==> src/rtl/rht_pkg.sv <==
package rht_pkg;
  typedef struct packed {
    logic countEn;
    logic clearCnt;
    logic loadThresh;
  } rhtStrobes_t;

  localparam logic ADDR_LEN = 1'b0;
  localparam logic ADDR_THR = 1'b1;
endpackage

==> src/rtl/rht_ctrl.sv <==
module rht_ctrl
  import rht_pkg::*;
#(
  parameter int DATA_W      = 32,
  parameter int SYNC_STAGES = 2
) (
  input  logic              clk,
  input  logic              rstN,
  input  logic              pinN,
  input  logic              regAddr,
  input  logic              regWrEn,
  input  logic [DATA_W-1:0] regWrData,
  output rhtStrobes_t       strobes
);
  localparam int CLR_BIT = DATA_W - 1;

  logic [SYNC_STAGES-1:0] syncChain;

  always_ff @(posedge clk or negedge rstN) begin
    if (!rstN) syncChain <= '1;
    else       syncChain <= {syncChain[SYNC_STAGES-2:0], pinN};
  end

  always_comb begin
    strobes.countEn    = ~syncChain[SYNC_STAGES-1];
    strobes.clearCnt   = regWrEn && (regAddr == ADDR_LEN) && regWrData[CLR_BIT];
    strobes.loadThresh = regWrEn && (regAddr == ADDR_THR);
  end
endmodule

==> src/rtl/rht_datapath.sv <==
module rht_datapath
  import rht_pkg::*;
#(
  parameter int CNT_W  = 29,
  parameter int DATA_W = 32
) (
  input  logic              clk,
  input  logic              rstN,
  input  rhtStrobes_t       strobes,
  input  logic              regAddr,
  input  logic [DATA_W-1:0] regWrData,
  output logic [DATA_W-1:0] regRdData,
  output logic [CNT_W-1:0]  cntValue,
  output logic              longPress
);
  localparam logic [CNT_W-1:0] CNT_MAX = {CNT_W{1'b1}};

  logic [CNT_W-1:0] threshReg;

  always_ff @(posedge clk or negedge rstN) begin
    if (!rstN)                                       cntValue <= '0;
    else if (strobes.clearCnt)                       cntValue <= '0;
    else if (strobes.countEn && cntValue != CNT_MAX) cntValue <= cntValue + 1'b1;
  end

  always_ff @(posedge clk or negedge rstN) begin
    if (!rstN)                    threshReg <= CNT_MAX;
    else if (strobes.loadThresh)  threshReg <= regWrData[CNT_W-1:0];
  end

  always_ff @(posedge clk or negedge rstN) begin
    if (!rstN)                       longPress <= 1'b0;
    else if (strobes.clearCnt)       longPress <= 1'b0;
    else if (cntValue >= threshReg)  longPress <= 1'b1;
  end

  always_comb begin
    regRdData = '0;
    regRdData[CNT_W-1:0] = (regAddr == ADDR_THR) ? threshReg : cntValue;
  end
endmodule

==> src/rtl/rst_hold_timer.sv <==
module rst_hold_timer
  import rht_pkg::*;
#(
  parameter int CNT_W       = 29,
  parameter int DATA_W      = 32,
  parameter int SYNC_STAGES = 2
) (
  input  logic              clk,
  input  logic              rstN,
  input  logic              sysRstPinN,
  input  logic              regAddr,
  input  logic              regWrEn,
  input  logic [DATA_W-1:0] regWrData,
  output logic [DATA_W-1:0] regRdData,
  output logic              longPress
);
  rhtStrobes_t      strobes;
  logic [CNT_W-1:0] cntValue;

  rht_ctrl #(.DATA_W(DATA_W), .SYNC_STAGES(SYNC_STAGES)) uCtrl (
    .clk(clk), .rstN(rstN), .pinN(sysRstPinN), .regAddr(regAddr),
    .regWrEn(regWrEn), .regWrData(regWrData), .strobes(strobes)
  );

  rht_datapath #(.CNT_W(CNT_W), .DATA_W(DATA_W)) uDp (
    .clk(clk), .rstN(rstN), .strobes(strobes), .regAddr(regAddr),
    .regWrData(regWrData), .regRdData(regRdData), .cntValue(cntValue),
    .longPress(longPress)
  );
endmodule

==> config.mk <==
export PLATFORM = sky130hd
export DESIGN_NAME = rst_hold_timer
export DESIGN_NICKNAME = d
export VERILOG_FILES = /design/src/rtl/rht_pkg.sv /design/src/rtl/rht_ctrl.sv /design/src/rtl/rht_datapath.sv /design/src/rtl/rst_hold_timer.sv
export SDC_FILE = /design/constraint.sdc
export NUM_CORES = 1
export LEC_CHECK = 0
export BUFFER_PORTS_ARGS = -buffer_cell sky130_fd_sc_hd__buf_2
export CORE_ASPECT_RATIO = 2
export CORE_MARGIN = 5
export CORE_UTILIZATION = 57
export CTS_CLUSTER_DIAMETER = 60
export DETAILED_ROUTE_END_ITERATION = 16
export MAX_ROUTING_LAYER = met4
export PLACE_DENSITY = 0.81
export SYNTH_ARGS = -nofsm -noshare
export SYNTH_HDL_FRONTEND = slang
export SYNTH_SLANG_ARGS = --single-unit
==> constraint.sdc <==
create_clock -name clk -period 2.5 [get_ports clk]
set_input_delay 0.25 -clock clk [delete_from_list [all_inputs] [get_ports clk]]
set_output_delay 0.25 -clock clk [all_outputs]
set_load 0.1 [all_outputs]
; ---- Word level (Yosys, flattened, before mapping)
; Index checks and enable logic that the tools add are counted.
[totals]
register_bits = 61
input_bits = 37
out_inout_bits = 33
word_cells = 20
[classes]
add_sub_neg = 1
n_lt_le_gt_ge = 1
n_eq_ne = 1
muxes = 5
bitwise = 2
n_reduce_logical = 6
[op_table]
columns = op, n
row1 = $mux 29, 3
row2 = $add 29x1->29 const B, 1
row3 = $ge 29x29->1, 1
row4 = $ne 29x29->1 const B, 1
row5 = $logic_and 1x1->1, 4
row6 = $reduce_bool 2->1, 2
row7 = $mux 1, 2
row8 = $not 1->1, 2

; ---- Logic depth before layout (Yosys ltp)
; Gate-level depths: netlist of run 1.
[depth]
ltp_word = 4
ltp_mapped = 8
ltp_nobuf = 7

; ---- Hierarchy
; Synthesis of run 1 repeated with hierarchy kept, for this count alone.
[unflattened]
hier_cells = 409
hier_area_um2 = 3829.9
[by_module_without_submodules]
columns = mod, n_inst, cells_each, area_each_um2, seq_area_each_um2
row1 = rht_datapath, 1, 404, 3757.4, 1512.7
row2 = rht_ctrl, 1, 5, 72.6, 52.6

; ---- Least setup slack after synthesis of run 1
; Ideal clock, no wire load.
[synth_timing]
path_type = input -> output
start = in regAddr
end = out regRdData[23]
arrival_time_ps = 2770
required_time_ps = 2250
setup_slack_ps = -520
cell_stages = 3
path_buffers = 2
path_cell_list = clkbuf_1 clkbuf_1 o21ai_0
[synth_via]
elab_chain_cells = 1
[synth_rtl]
columns = element, line_no
row1 = start: declaration, rst_hold_timer.sv:11  ; input logic regAddr,
row2 = $mux 29, rht_datapath.sv:39  ; regRdData[CNT_W-1:0] = (regAddr == ADDR_THR) ? threshReg : cntValue;
row3 = end: declaration, rst_hold_timer.sv:14  ; output logic [DATA_W-1:0] regRdData,
; No other way between the ends.

; ---- Worst setup path after layout of run 1
[layout_timing]
start = reg uDp.cntValue[21]
end = reg uDp.cntValue[6]
[layout_via]
elab_chain_cells = 3
[layout_rtl]
columns = element, line_no
row1 = start: declaration, rht_datapath.sv:13  ; output logic [CNT_W-1:0] cntValue,
row2 = start signal: assignment, rht_datapath.sv:23  ; else if (strobes.countEn && cntValue != CNT_MAX) cntValue <= cntValue + 1'b1;
row3 = $ne 29x29->1, rht_datapath.sv:23
row4 = $logic_and 1x1->1, rht_datapath.sv:23
row5 = $reduce_bool 2->1 (no source line), -
; No other way between the ends.
; A chain may end at the register's enable or synchronous reset.

==> results.json, run 1 <==
{
  "achievable-frequency_mhz": 453,
  "crit_required_ns": 2.71,
  "async_flop_share_pct": 100,
  "finalCritPeriodShare_pct": 88.3,
  "final_common_cell": "buf_2",
  "ys_top_cells_by_area": "dfstp_2 21%, dfrtp_1 19%, mux2_2 15%, ha_1 9.5%, a21oi_1 3.8%",
  "clk_path_buf_depth": 2,
  "syn_area_sq_um": 3960,
  "globalplace.congestion": 0.925,
  "drt-initial-drc-count": 253,
  "vias_per_cell": 5.90,
  "netlist-cell-type-count": 54,
  "ios": 70,
  "die_h_um": 128,
  "drt_wl_total_mm": 9.39,
  "met2_usage_pct": 42.7,
  "global_route.usage.met1_pct": 24.1,
  "power_density_nw_per_um2": 753,
  "final_layout_size_suffix_gt1_share_pct": 39.5,
  "grt_pass1_vias": 3373,
  "cp.arrival_ns": 2.42,
  "grt_pass1_wl_mm": 15.5,
  "firstDrtPassIters": 4,
  "rows": 43,
  "dieArea_sq_um": 8820,
  "cp_num_buf_inv": 0,
  "diodes": 0,
  "tightest_slew_ns": 0.544,
  "drv_cap": 0,
  "synthFlopType": "dfstp_2",
  "holdCritPathClass": "in -> reg",
  "maxSlewHeadroom_pct": 63.7,
  "cts.clk_slew.worst_paths_ns": 0.05,
  "ys_warn_count": 0,
  "synth.ff_latch_count": 61,
  "synth_edf_count": 0,
  "nNetsFinal": 520,
  "rsz0062_at_grt": "false",
  "skew_ns": 0.00731,
  "start_util_pct": 57.5,
  "grt_util_met3_pct": 5.61,
  "end_kind": "register",
  "status": "completed",
  "num_vias": 3231,
  "max_stage_delay_ns": 0.76,
  "ant_nets": 0,
  "finalMaxSlewViolations": 0,
  "startpoint_type": "register",
  "gr-max-usage-layer": "met2",
  "hold_viol": 0,
  "numPortBuffers": 64,
  "crit_slowest_cell": "or4_1",
  "drc": 0,
  "grt_max_degree": 41,
  "cts.htree.levels": 3,
  "yosysTopAreaCell": "dfstp_2",
  "cts_setup_buffers": 0,
  "cts_tree": "built",
  "syn_to_final_growth_pct": 17.5,
  "vdd_ir_drop_max_v": 0.000547,
  "cts_buffers": 9,
  "synth_area_per_cell_sq_um": 10.3,
  "grt_usage_pct": 24.3,
  "path_delay_family": "simple AND/OR/NAND/NOR gates",
  "antenna_found_initial": 0,
  "p_leak_nw": 2.22,
  "hpwl_mm": 7.11,
  "overflow": 0,
  "path_max_fanout": 8,
  "cts.sinks": 61,
  "finish.utilization_pct": 67.6,
  "wl_per_cell_um": 17.1,
  "syn_inst": 384,
  "worst-setup-path-type": "reg -> reg",
  "hold_slack_ns": 0.0176,
  "cts-root-buf": "clkbuf_16",
  "final_cell_mix": "64 x buf_2, 53 x mux2_2, 34 x inv_1",
  "fp.dieW_um": 69.0,
  "insertion_delay_ns": 0.33,
  "yosysTopAreaCellShare_pct": 20.6,
  "path_cells": "nand4_2 > or4_1 > o31ai_4 > or3_2 > a21oi_1",
  "setup_violations": 0,
  "coreArea_sq_um": 6890,
  "ys_seq_area_share_pct": 39.5,
  "fin_crit_ns": 2.21
}
layout make-up:
class | instances | area [sq um]
inverter | 34 | 128
tap | 90 | 113
timing repair buffer | 74 | 423
clock inverter | 1 | 5.00
multi-input combinational | 273 | 2140
fill | 593 | 2230
sequential | 61 | 1570
clock buffer | 15 | 278
sequential cells by signal, summed over array words and instances (netlist names):
signal           cells
uDp.threshReg       29
uDp.longPress        1
uCtrl.syncChain      2
uDp.cntValue        29
worst register-to-register path: stages, from the launching register on:
cell,delay [ns]
dfrtp_1,0.48
nand4_2,0.20
or4_1,0.76
o31ai_4,0.40
or3_2,0.19
a21oi_1,0.06
worst paths after layout:
| kind | from | endpoint | slack, ns | depth (start not counted) |
|---|---|---|---|---|
| worst max-delay path | uDp.cntValue[21]$_DFFE_PN0P_ | uDp.cntValue[6]$_DFFE_PN0P_ | 0.29 | 5 |
| worst min-delay path | sysRstPinN | uCtrl.syncChain[0]$_DFF_PN1_ | 0.02 | 1 |
| worst max register to register | uDp.cntValue[21]$_DFFE_PN0P_ | uDp.cntValue[6]$_DFFE_PN0P_ | 0.29 | 5 |
| worst min register to register | uCtrl.syncChain[0]$_DFF_PN1_ | uCtrl.syncChain[1]$_DFF_PN1_ | 0.36 | 0 |
| max in group asynchronous | rstN | uDp.threshReg[16]$_DFFE_PN1P_ | 1.39 | 3 |
| min in group asynchronous | rstN | uDp.cntValue[5]$_DFFE_PN0P_ | 0.43 | 2 |
layer usage:
layer	part of all wire (%)	vias to the layer above	wire length [um]
li1	-	1538	-
met2	57	84	5400
met3	3.5	19	331
met1	36	1590	3350
met4	3.3	0	312
met5	0	-	0
metrics by stage:
| step | setup TNS [ns] | cell area (sq um) | power, W | setup slack [ns] | std cells |
|---|---|---|---|---|---|
| floorplan | -2.56 | 3970 | 0.00209 | -0.520 | 386 |
| global placement | 0 | 4360 | 0.00231 | 0.376 | 531 |
| detailed placement | 0 | 4360 | 0.00235 | 0.319 | 531 |
| CTS | 0 | 4660 | 0.00354 | 0.295 | 548 |
| global route | 0 | 4660 | 0.00366 | 0.0903 | 548 |
| finish | 0 | 4660 | 0.00350 | 0.293 | 548 |
kinds of logic after synthesis:
| logic type | Yosys count | synth area share [%] |
|---|---|---|
| buffers and inverters | 52 | 6.57 |
| and+or+nand+nor | 103 | 15.4 |
| other | 1 | 0.0946 |
| DFF | 61 | 39.5 |
| muxes | 53 | 15.1 |
| xor gates and xnor gates | 6 | 1.33 |
| AOI/OAI and AO/OA | 78 | 12.6 |
| adders and majority gates | 30 | 9.47 |
cells in the mapped netlist (4+ instances only):
library cell and n:
a21oi_1 30, and4_1 4, buf_4 4, buf_6 4, clkbuf_1 7, dfrtp_1 30, dfstp_2 31, ha_1 30
inv_1 34, mux2_2 53, nand2_1 24, nand3_1 9, nand4_1 13, nor2_1 13, o2111ai_1 4, o21ai_0 19
o21ai_1 6, or3_1 13, or4_1 8, xor2_1 4
where the power goes:
group / leakage [nW] / switching, W / internal (W) / total, W
logic: 1.33 / 0.000781 / 0.000295 / 0.00108
registers: 0.740 / 0.000118 / 0.00115 / 0.00126
clock network: 0.140 / 0.000415 / 0.000750 / 0.00116
total: 2.22 / 0.00131 / 0.00219 / 0.00350
timing repair:
item | 4_1_cts | 5_1_grt
hold endpoints to repair | 14 | 0
hold buffers | 1 | 0
resized for setup | 0 | 0
No activity file was read; power rests on OpenSTA's default activity.
==> run 2, diff against run 1 <==
Settings changed: PLACE_DENSITY 0.81 to 0.9.
==> results.json, run 2 (synthesis results as in run 1) <==
{
  "syn_to_final_growth_pct": 17.7,
  "path_max_fanout": 8,
  "fin_crit_ns": 2.25,
  "rows": 43,
  "internal_power_w": 0.00227,
  "ios": 70,
  "hold_viol": 7,
  "cts.sinks": 61,
  "global_route.usage.met1_pct": 25.5,
  "finalMaxSlewViolations": 0,
  "fillers": 545,
  "switchingPower_w": 0.00132,
  "cts_setup_buffers": 0,
  "nNetsFinal": 519,
  "final_common_cell": "buf_2",
  "path_delay_family": "simple AND/OR/NAND/NOR gates",
  "worst-setup-path-type": "reg -> reg",
  "drv_cap": 0,
  "globalplace.congestion": 0.908,
  "gr-max-usage-layer": "met2",
  "cts_tree": "built",
  "dieArea_sq_um": 8820,
  "tightest_slew_ns": 0.757,
  "drt-initial-drc-count": 147,
  "hold_slack_ns": -0.00773,
  "fp.dieW_um": 69.0,
  "numPortBuffers": 64,
  "vias_per_cell": 5.98,
  "cp.arrival_ns": 2.44,
  "diodes": 0,
  "layout_setup_ws_ns": 0.251,
  "achievable-frequency_mhz": 445,
  "place_ws_ns": 0.305,
  "grt_usage_pct": 24.7,
  "crit_required_ns": 2.69,
  "insertion_delay_ns": 0.33,
  "grt_util_met3_pct": 4.47,
  "cts-hold-fix-buffers": 0,
  "p_leak_nw": 2.22,
  "end_kind": "register",
  "hpwl_mm": 7.06,
  "setup_violations": 0,
  "finalCritPeriodShare_pct": 89.9,
  "overflow": 0,
  "seq_area_sq_um": 1570,
  "cp_num_buf_inv": 0,
  "multi_input_area_sq_um": 2140,
  "netSwitchingFraction_pct": 36.8,
  "status": "complete, but fails checks",
  "clkPwrFrac_pct": 34.9,
  "finish.utilization_pct": 67.7,
  "pwr-share-comb_pct": 30.3,
  "postCtsResizedCells": 0,
  "start_util_pct": 57.5,
  "rsz0062_at_grt": "false",
  "power_w": 0.00359,
  "ant_nets": 0,
  "setup-tns-final_ns": 0,
  "reg.largest.list": "uDp.cntValue (29), uDp.threshReg (29), uCtrl.syncChain (2)",
  "final_cell_mix": "64 x buf_2, 53 x mux2_2, 34 x inv_1",
  "cts-root-buf": "clkbuf_16",
  "final_layout_size_suffix_gt1_share_pct": 39.6,
  "cts.htree.levels": 3,
  "met2_usage_pct": 41.9,
  "firstDrtPassIters": 4,
  "power_density_nw_per_um2": 771,
  "wl_per_cell_um": 17.3,
  "vdd_ir_drop_max_v": 0.000550,
  "num_vias": 3272,
  "skew_ns": 0.0102,
  "startpoint_type": "register",
  "holdCritPathClass": "in -> async",
  "path_cells": "nand4_2 > or4_1 > o31ai_4 > or3_1 > a21oi_1",
  "crit_slowest_cell": "or4_1",
  "grt_pass1_vias": 3476,
  "antenna_found_initial": 0,
  "grt_pass1_wl_mm": 15.8,
  "die_h_um": 128,
  "drc": 0,
  "cts.clk_slew.worst_paths_ns": 0.06,
  "coreArea_sq_um": 6890,
  "max_stage_delay_ns": 0.76,
  "cts_buffers": 9,
  "maxSlewHeadroom_pct": 49.6,
  "grt_max_degree": 33,
  "violations": "negative hold slack",
  "drt_wl_total_mm": 9.49,
  "p_seq_share_pct": 34.9,
  "clk_path_buf_depth": 2
}
## run 2: cell count changes in the layout (fill, tap and decap cells not counted), sizes merged
cell,previous run,this run
bufinv,0,1
clkbuf,15,14
dlygate4sd3,1,0
## run 2: power groups by stage
| stage | Combinational, W | Clock [W] | Sequential [W] |
|---|---|---|---|
| global placement | 0.00106 | 0 | 0.00126 |
| finish | 0.00109 | 0.00125 | 0.00125 |
| floorplan | 0.000857 | 0 | 0.00123 |
| detailed placement | 0.00109 | 0 | 0.00126 |
| CTS | 0.00110 | 0.00127 | 0.00125 |
| global route | 0.00116 | 0.00133 | 0.00127 |
## run 2: per-layer routing
layer	wire length, um	vias to the layer above	part of all wire, %
li1	-	1531	-
met1	3370	1605	36
met2	5290	109	56
met3	413	27	4.4
met4	408	0	4.3
met5	0	-	0
## run 2: through the flow
| stage | instance area (sq um) | std cells |
|---|---|---|
| final | 4660 | 547 |
| after global routing | 4660 | 547 |
| after CTS | 4660 | 547 |
| after detailed placement | 4360 | 531 |
| after global placement | 4360 | 531 |
| after floorplan | 3970 | 386 |
## run 2: final cells by class
type | count | share of cell area [%]
Inverter | 34 | 2.74
Timing Repair Buffer | 73 | 8.86
Tap cell | 90 | 2.42
Clock buffer | 14 | 5.66
Clock inverter | 2 | 0.751
Multi-Input combinational cell | 273 | 46.0
Sequential cell | 61 | 33.6
## run 2: final timing paths
kind                                              start                            to  slack, ns  depth (start not counted)
setup / recovery           uDp.cntValue[21]$_DFFE_PN0P_   uDp.cntValue[8]$_DFFE_PN0P_       0.25                          5
hold / removal                                     rstN  uDp.cntValue[25]$_DFFE_PN0P_     -0.008                          1
setup reg to reg           uDp.cntValue[21]$_DFFE_PN0P_   uDp.cntValue[8]$_DFFE_PN0P_       0.25                          5
hold reg to reg            uCtrl.syncChain[0]$_DFF_PN1_  uCtrl.syncChain[1]$_DFF_PN1_       0.35                          0
max in group asynchronous                          rstN  uDp.threshReg[4]$_DFFE_PN1P_       1.81                          2
min in group clk                             sysRstPinN  uCtrl.syncChain[0]$_DFF_PN1_       0.02                          1
==> run 3, diff against run 2 <==
Settings changed: CELL_PAD_IN_SITES_DETAIL_PLACEMENT set to 0, CELL_PAD_IN_SITES_GLOBAL_PLACEMENT set to 1, CORE_UTILIZATION 57 to 44.
Clock period 2.5 ns to 2.3 ns, I/O delays scaled along.
==> results.json, run 3 (synthesis results as in run 1) <==
{
  "status": "completed",
  "ant_nets": 0,
  "diodes": 0,
  "cts.clk_slew.worst_paths_ns": 0.06,
  "fp.dieW_um": 77.1,
  "dr_wl_met2_mm": 5.87,
  "ios": 70,
  "drt_wl_total_mm": 9.73,
  "routedLengthMet1_mm": 3.26,
  "hpwl_mm": 7.38,
  "rsz0062_at_grt": "false",
  "syn_to_final_growth_pct": 21.0,
  "start_util_pct": 44.6,
  "hold_depth": 2,
  "achievable-frequency_mhz": 450,
  "drv_cap": 0,
  "coreArea_sq_um": 8890,
  "setup_violations": 0,
  "skew_ns": 0.00813,
  "hold_viol": 0,
  "dpl_cell_area_sq_um": 4460,
  "globalplace.congestion": 0.825,
  "numPortBuffers": 64,
  "finish.utilization_pct": 53.9,
  "min_from": "regWrData[3]",
  "setup-tns-final_ns": 0,
  "cts_tree": "built",
  "routed.top_layer": "met4",
  "grt_pass1_wl_mm": 16.4,
  "vdd_ir_drop_max_v": 0.000381,
  "place_ws_ns": 0.165,
  "startpoint_type": "register",
  "r2r_cells": 7,
  "num_vias": 3288,
  "dieArea_sq_um": 11100,
  "reg2reg_to": "uDp.longPress$_DFFE_PN0P_",
  "overflow": 0,
  "grt_pass1_vias": 3459,
  "holdCritPathClass": "in -> reg",
  "postCtsResizedCells": 0,
  "drt-initial-drc-count": 231,
  "p_leak_nw": 2.29,
  "worst-setup-path-type": "reg -> reg",
  "whs_endpoint": "uDp.threshReg[3]$_DFFE_PN1P_",
  "antenna_found_initial": 0,
  "finalCritPeriodShare_pct": 96.7,
  "r2r_slack_ns": 0.08,
  "dr_wl_met3_um": 315,
  "finalMaxSlewViolations": 0,
  "stdcell_area_sq_um": 4800,
  "final_common_cell": "buf_2",
  "final_layout_size_suffix_gt1_share_pct": 41.2,
  "clk_path_buf_depth": 2,
  "insertion_delay_ns": 0.33,
  "crit_required_ns": 2.50,
  "die_h_um": 144,
  "firstDrtPassIters": 4,
  "end_kind": "register",
  "nNetsFinal": 533,
  "power_density_nw_per_um2": 830,
  "fin_crit_ns": 2.22,
  "rows": 49,
  "wl_per_cell_um": 17.0,
  "vias_per_cell": 5.74,
  "dp_cells": 554,
  "reg.largest.list": "uDp.cntValue (29), uDp.threshReg (29), uCtrl.syncChain (2)",
  "cp.arrival_ns": 2.42,
  "grt_usage_pct": 19.0,
  "layout_setup_ws_ns": 0.0757,
  "r2r-start": "uDp.threshReg[18]$_DFFE_PN1P_",
  "cts-root-buf": "clkbuf_16",
  "cts_buffers": 9,
  "grt_max_degree": 30,
  "cts.sinks": 61,
  "layout.cells.non_filler": 573,
  "drc": 0,
  "final_cell_mix": "64 x buf_2, 53 x mux2_2, 34 x inv_1",
  "path_max_fanout": 3,
  "cts.htree.levels": 3
}
==> run 3: changes by cell type in the layout (fill, tap and decap cells not counted), sizes merged <==
| cell | change |
|---|---|
| bufinv | +1 |
| dlygate4sd3 | +2 |
| clkinv | +2 |
| clkbuf | -3 |
| buf | +12 |
==> run 3: cell type report <==
class | count | area (sq um)
fillers | 798 | 4090
multi-input cells | 273 | 2140
flip-flops and latches | 61 | 1570
repair buffers | 87 | 523
clock buffers | 11 | 233
inverters | 34 | 128
well taps | 102 | 128
clock inverters | 5 | 75.1
==> run 3: report_power, final <==
part / switching (W) / leakage, nW / internal [W]
Clock: 0.000479 / 0.153 / 0.000943
Combinational: 0.000866 / 1.40 / 0.000340
Sequential: 0.000105 / 0.740 / 0.00125
==> run 3: worst max path at each step <==
stage	from	end	slack (ns)	cells past startpoint
finish	uDp.threshReg[18]$_DFFE_PN1P_	uDp.longPress$_DFFE_PN0P_	0.08	7
global route	uDp.cntValue[22]$_DFFE_PN0P_	uDp.cntValue[10]$_DFFE_PN0P_	0.03	6
CTS	uDp.threshReg[18]$_DFFE_PN1P_	uDp.longPress$_DFFE_PN0P_	0.09	7
detailed placement	uDp.threshReg[18]$_DFFE_PN1P_	uDp.longPress$_DFFE_PN0P_	0.17	7
global placement	uDp.threshReg[18]$_DFFE_PN1P_	uDp.longPress$_DFFE_PN0P_	0.18	7
floorplan	regAddr	regRdData[23]	-0.68	3
==> run 3: worst max-delay path: stages, from the launching register on <==
cell and delay (ns):
dfstp_2 0.53, inv_1 0.04, ha_1 0.29, a21o_1 0.16
a21o_1 0.18, a221o_1 0.35, a2111oi_0 0.43, nor2_1 0.11
==> run 3: per-stage QoR <==
stage / hold WS (ns) / total power [W]
CTS: 0.123 / 0.00400
global route: 0.128 / 0.00415
finish: 0.128 / 0.00398
detailed placement: 0.188 / 0.00258
floorplan: -0.0656 / 0.00227
global placement: 0.189 / 0.00254
==> run 3: timing repair <==
action	4_1_cts	5_1_grt
endpoints found under the setup margin	0	1
hold buffers	2	0
hold endpoints to repair	9	0
setup buffers	0	1
==> run 3: layer usage <==
metal | vias to the layer above | global-route usage, %
met5 | - | -
met3 | 18 | 2.81
met4 | 0 | 9.33
met2 | 65 | 36.5
li1 | 1558 | -
met1 | 1647 | 18.0
